<file path="src/rtl/frac_mul_pkg.sv">
package frac_mul_pkg;
    typedef enum logic {
        PH_IDLE = 1'b0,
        PH_RUN  = 1'b1
    } mul_phase_e;
endpackage

</file>
<file path="src/rtl/frac_mul_step.sv">
module frac_mul_step #(
    parameter int WIDTH = 32
) (
    input  logic [WIDTH-1:0] acc_i,
    input  logic [WIDTH-1:0] addend_i,
    input  logic             add_en_i,
    output logic [WIDTH-1:0] acc_o
);
    logic [WIDTH:0] sum_wide;

    always_comb begin
        sum_wide = {1'b0, acc_i} + (add_en_i ? {1'b0, addend_i} : '0);
        acc_o    = sum_wide[WIDTH:1];
    end


    always_comb begin
        step_floor_chk: assert (acc_o >= (acc_i >> 1));
    end
endmodule

</file>
<file path="src/rtl/frac_mul_iter_cnt.sv">
module frac_mul_iter_cnt #(
    parameter int WIDTH = 32
) (
    input  logic clk,
    input  logic rst_n,
    input  logic load_i,
    input  logic step_i,
    output logic last_o
);
    localparam int CNT_W = $clog2(WIDTH + 1);

    logic [CNT_W-1:0] cnt_d, cnt_q;

    always_comb begin
        cnt_d = cnt_q;
        if (load_i) begin
            cnt_d = CNT_W'(WIDTH);
        end else if (step_i && cnt_q != '0) begin
            cnt_d = cnt_q - 1'b1;
        end
    end

    always_ff @(posedge clk or negedge rst_n) begin
        if (!rst_n) begin
            cnt_q <= '0;
        end else begin
            cnt_q <= cnt_d;
        end
    end

    assign last_o = (cnt_q == CNT_W'(1));


    cnt_live_chk: assert property (@(posedge clk) disable iff (!rst_n)
        step_i |-> cnt_q != '0);


    cnt_range_chk: assert property (@(posedge clk) disable iff (!rst_n)
        cnt_q <= CNT_W'(WIDTH));
endmodule

</file>
<file path="src/rtl/frac_mul_seq.sv">
module frac_mul_seq
    import frac_mul_pkg::*;
#(
    parameter int WIDTH = 32
) (
    input  logic             clk,
    input  logic             rst_n,
    input  logic             start,
    input  logic [WIDTH-1:0] mcand_i,
    input  logic [WIDTH-1:0] mplier_i,
    output logic             busy_o,
    output logic             done_o,
    output logic [WIDTH-1:0] product_o
);
    typedef struct packed {
        mul_phase_e       phase;
        logic             done;
        logic [WIDTH-1:0] hold;
        logic [WIDTH-1:0] mplier;
        logic [WIDTH-1:0] acc;
    } mul_state_t;

    mul_state_t       s_d, s_q;
    logic             load;
    logic             step;
    logic             cnt_last;
    logic [WIDTH-1:0] acc_step;

    frac_mul_step #(.WIDTH(WIDTH)) u_step (
        .acc_i    (s_q.acc),
        .addend_i (s_q.hold),
        .add_en_i (s_q.mplier[0]),
        .acc_o    (acc_step)
    );

    frac_mul_iter_cnt #(.WIDTH(WIDTH)) u_cnt (
        .clk    (clk),
        .rst_n  (rst_n),
        .load_i (load),
        .step_i (step),
        .last_o (cnt_last)
    );

    always_comb begin
        s_d      = s_q;
        s_d.done = 1'b0;
        load     = (s_q.phase == PH_IDLE) && start;
        step     = (s_q.phase == PH_RUN);
        if (load) begin
            s_d.hold   = mcand_i;
            s_d.mplier = mplier_i;
            s_d.acc    = '0;
            s_d.phase  = PH_RUN;
        end else if (step) begin
            s_d.mplier = s_q.mplier >> 1;
            s_d.acc    = acc_step;
            if (cnt_last) begin
                s_d.phase = PH_IDLE;
                s_d.done  = 1'b1;
            end
        end
    end

    always_ff @(posedge clk or negedge rst_n) begin
        if (!rst_n) begin
            s_q <= '0;
        end else begin
            s_q <= s_d;
        end
    end

    assign busy_o    = (s_q.phase == PH_RUN);
    assign done_o    = s_q.done;
    assign product_o = s_q.acc;


    busy_done_excl_chk: assert property (@(posedge clk) disable iff (!rst_n)
        !(busy_o && done_o));


    done_pulse_chk: assert property (@(posedge clk) disable iff (!rst_n)
        done_o |=> !done_o);


    hold_stable_chk: assert property (@(posedge clk) disable iff (!rst_n)
        busy_o |=> (done_o || $stable(s_q.hold)));


    product_hold_chk: assert property (@(posedge clk) disable iff (!rst_n)
        (!busy_o && !start) |=> $stable(product_o));


    restart_ignored_chk: assert property (@(posedge clk) disable iff (!rst_n)
        (busy_o && start && !cnt_last) |=> busy_o);
endmodule

</file>
<file path="config.mk">
export PLATFORM = sky130hd
export DESIGN_NAME = frac_mul_seq
export DESIGN_NICKNAME = d
export VERILOG_FILES = /design/src/rtl/frac_mul_pkg.sv /design/src/rtl/frac_mul_step.sv /design/src/rtl/frac_mul_iter_cnt.sv /design/src/rtl/frac_mul_seq.sv
export SDC_FILE = /design/constraint.sdc
export NUM_CORES = 1
export LEC_CHECK = 0
export ABC_AREA = 1
export BUFFER_PORTS_ARGS = -buffer_cell sky130_fd_sc_hd__buf_4
export CORE_MARGIN = 2
export CORE_UTILIZATION = 41
export DETAILED_ROUTE_END_ITERATION = 16
export PLACE_DENSITY = 0.72
export SLEW_MARGIN = 20
export SYNTH_ARGS = -nofsm -noshare
export SYNTH_HDL_FRONTEND = slang
export SYNTH_SLANG_ARGS = --single-unit
</file>
<file path="constraint.sdc">
create_clock -name clk -period 3.1 [get_ports clk]
set_clock_uncertainty 0.15 [all_clocks]
set_input_delay 0.465 -clock clk [delete_from_list [all_inputs] [get_ports clk]]
set_output_delay 0.465 -clock clk [all_outputs]
set_load 0.01 [all_outputs]
</file>
# Yosys cells after proc, flatten, opt, wreduce, memory -nomap -nowiden
# Index checks and enable logic that the tools add are counted.
# word_totals
out_inout_bits	34
register_bits	104
in_bits	67
# op_classes
n_addsub	2
bitwise	1
n_reduce_logical	5
n_mux	9
eq_ne	1
# ops
operator	n
two-way mux 64 bit	2
adder 32 x 33 -> 33 bit	1
two-way mux 32 bit	1
two-way mux 6 bit	2
== test 6 x 1 -> 1 bit (second input constant)	1
nonzero test 6 bit	1
subtractor 6 x 1 -> 6 bit (second input constant)	1
two-way mux 2 bit	2
nonzero test 2 bit	2
logical AND 1 bit	2
two-way mux 1 bit	2
NOT 1 bit	1

# Depth between registers and ports, before layout
# depth
ltp_word	4
mapped_depth	18
mapped_depth_nobuf	16

# Modules after synthesis
# From an unflattened synthesis, not the netlist that was laid out.
# unflattened
hier_cells	1052
hier_area_um2	7060.5
# by_module_without_submodules
mod	cells_each	seq_area_each_um2	area_per_inst_um2	instances
frac_mul_seq	484	2452.4	4186.5	1
frac_mul_step	512	0.0	2423.6	1
frac_mul_iter_cnt	56	150.1	450.4	1

# Worst setup path before layout
# OpenSTA, ideal clock, no wires.
# synth_path
kind	flip-flop to flip-flop
from	reg s_q[32] (netlist bit)
to	reg s_q, in the netlist product_o[15]
slack_ns	0.931
synth_period_minus_slack_ns	2.169
arrival_ns	1.901
setup_ns	0.117
n_path_buf	2
stages_incl_launch_ff	15
required_ns	2.833
path_cell_list	dfrtp_1 > buf_4 > clkbuf_1 > nand2_1 > inv_1 > ha_1 > a21oi_2 > nor2_1 > nor2_2 > nor2_1 > nor2_1 > nand2_1 > or2_1 > nand3_1 > nand2_1
# synth_between
elab_chain_cells	4
# synth_rtl
item	line_no	text
start, declared	frac_mul_seq.sv:23	mul_state_t s_d, s_q;
start signal, assigned	frac_mul_seq.sv:66	s_q <= '0;
start signal, assigned	frac_mul_seq.sv:68	s_q <= s_d;
two-way mux 32 bit	frac_mul_step.sv:12	sum_wide = {1'b0, acc_i} + (add_en_i ? {1'b0, addend_i} : '0);
adder 32 x 33 -> 33 bit	frac_mul_step.sv:12	
two-way mux 64 bit	frac_mul_seq.sv:54	end else if (step) begin
two-way mux 64 bit	frac_mul_seq.sv:49	if (load) begin
# No other way between the ends. The select of a mux whose other input is x is not followed.
# A chain may end at the register's enable or synchronous reset.

# Worst setup path in the final report
# layout_path
from	reg s_q[32] (netlist bit)
to	reg s_q, in the netlist product_o[31]
# Same word-level chain as after synthesis.

==> metrics <==
Initial Utilization a little over two fifths; die extent in x ~130 microns; Initial DRT Pass Iterations 6; status finished, violations left; clock sinks approximately 100; Ports between 100 and 150; met2 Use GR 33.3%; critical path fanouts, max 20; Hold Crit Class in2async; internal power 3960 uW; P&R area growth vs syn 15.2%; Synth Net Count between 1000 and 1500; Fin. Hold Viols 1; share of cells above drive strength 1 ~15%; met3 Track Usage GR 2.70%; pre-CTS setup slack 0.469 ns; Final HPWL DP roughly 13 mm; Clk pwr share approximately 18%; nets approximately 1200; Max Fclk about 370 MHz; Crit path top cell by count nand2_1; CTS buffer count 9; Synth cell types 37; gr ovfl total 0; cell breakdown of the critical path buf_4 -> nand2_1 -> inv_1 -> ha_1 -> a21oi_1 -> o21ai_0 -> a21oi_1 -> nor2_1 -> nor2_1 -> nand2_1 -> nand2_1 -> nand2_1; most common cell in the netlist nand2_1; worst-case hold slack -0.00638 ns; die height roughly 130 microns; leading area contributor after synthesis dfrtp_1; later-pin clock latency in the skew report roughly 0.36 ns; Synth top area share between 30% and 40%; Max clock buf depth 2; Crit path largest cell delay ~0.62 ns; hold-fix buffers at CTS 0; delay-heaviest family, CP compound AO/OA/AOI/OAI gates; setup violators final 0; Root Buffer clkbuf_16; all-layer global routing usage between 20% and 30%; final setup TNS 0 ns; Worst Setup End Kind register; vias per cell between 4 and 5; Logic pwr share around half; Switching Fraction 44.4%; Ys Warns 0; PD cells roughly 900 nW/um^2; global-route wire length before repair approximately 30 mm; Post-synth ARST share between 90% and 100%; Post-synth top flop dfrtp_1; Buffers on Ports 100; most frequent cells after synthesis nand2_1, inv_1, dfrtp_1; Rel. slew slack roughly a third; critical path launch point type register; Post-Syn Area a little under 7000 sq um; post-CTS sizing 0; # DRC 0; final WL 17.5 mm; CTS clk-pin slew, worst paths ~0.080 ns; antenna violations before repair 0; CTS tree done; vias in the first global route roughly 6000; Post-synth EDFFs 0; Final Core Density between 40% and 50%; Peak supply drop ~0.33 mV; DRT iter0 DRCs between 300 and 400; Worst path slowest cell dfrtp_1; gpl congestion ~0.99; Max Cap Viol 0; period utilization a little under nine tenths; count of pins over their slew limit 0; overall die area approximately 18000 sq um; Tmin final 2.68 ns; Slew @ Worst Pin a little over 1 ns; RSZ-0062 raised after global routing false; setup ws final ~0.42 ns; Synth area leaders dfrtp_1, nand2_1, inv_1; GR peak layer met2; antenna cells 0; synthesized area per cell 6.88 sq um; row cnt 47; CTS H-tree lvls 3; post-CTS setup-driven buffer insertion count 0; met1 usage between 20% and 30%; sequential element share of the synthesized area a little under two fifths; Crit path arrival time around 2.8 ns; synthesized flop and latch total roughly 100; Reg power frac between 30% and 40%; failing checks hold timing; post-route ant nets 0; Synth Instances slightly below 1000; crit path kind reg2reg; Avg WL per Cell between 10 and 15 microns; WP data required 3.20 ns; largest net degree at the start of global routing 68; vias after detailed routing slightly above 6000; static leakage 0.00447 uW; crit path buf inv count 2; switching pwr roughly 3200 uW; Core ar. between 15000 and 20000 sq um
==> final cells by class <==
class | count | area (sq um)
clock buffers | 10 | 239
clock inverters | 6 | 85.1
fillers | 1726 | 8570
inverters | 147 | 552
multi-input cells | 685 | 3320
flip-flops and latches | 104 | 2600
well taps | 220 | 275
repair buffers | 107 | 816
==> final timing paths <==
| check | cells after the start | slack (ns) | from | endpoint |
|---|---|---|---|---|
| worst max register to register | 12 | 0.42 | s_q[32] | product_o[31] |
| min in group clk | 3 | 0.15 | mcand_i[2] | s_q[66] |
| worst min-delay path | 1 | -0.006 | rst_n | product_o[29] |
| max in group asynchronous | 2 | 2.07 | rst_n | s_q[60] |
| worst max-delay path | 12 | 0.42 | s_q[32] | product_o[31] |
| worst min register to register | 2 | 0.33 | s_q[87] | s_q[87] |
==> sequential cells by signal (all words and copies together) (netlist names) <==
name and cells:
s_q 64, product_o 32, u_cnt.cnt_q 6, busy_o 1
done_o 1
==> power groups by stage <==
stage               registers, uW  logic, uW  clock network [uW]
floorplan                    2230       2770                   0
global placement             2420       3390                   0
detailed placement           2410       3470                   0
CTS                          2390       3480                1260
global route                 2460       3970                1310
finish                       2390       3480                1240
==> logic make-up (layout without fill, tap and decap cells) <==
logic type / after synthesis / count (layout) / share of synthesized area, %
AND/OR/NAND/NOR: 544 / 544 / 32.2
buffers and inverters: 206 / 270 / 13.5
AO/OA/AOI/OAI: 104 / 104 / 9.59
flip-flops: 104 / 104 / 38.0
adder cells (fa/ha/maj): 34 / 34 / 6.32
XOR/XNOR: 3 / 3 / 0.384
==> per-stage QoR <==
step	hold slack, ns	power (uW)	cells	area, sq um
after floorplan	0.0194	5000	995	6850
final	-0.00638	7120	1279	7890
after global routing	0.0594	7750	1279	7890
after global placement	0.315	5800	1263	7570
after CTS	0.0253	7140	1279	7890
after detailed placement	0.316	5880	1263	7570
==> placed cells by master, fill, tap and decap left out, types with 6 or more instances in the layout <==
cell / count
a21oi_1: 37
buf_4: 106
clkbuf_16: 9
dfrtp_1: 104
ha_1: 33
inv_1: 141
inv_2: 6
nand2_1: 412
nand2_2: 16
nand3_1: 37
nor2_1: 59
o211ai_1: 7
o21ai_0: 20
o221ai_1: 22
==> layer usage <==
metal / vias to the layer above / routed length (microns)
met5: - / 0
met4: 0 / 452
met3: 29 / 873
met2: 156 / 7920
met1: 2823 / 8280
li1: 3181 / -
Power figures use the tool's default switching activity.
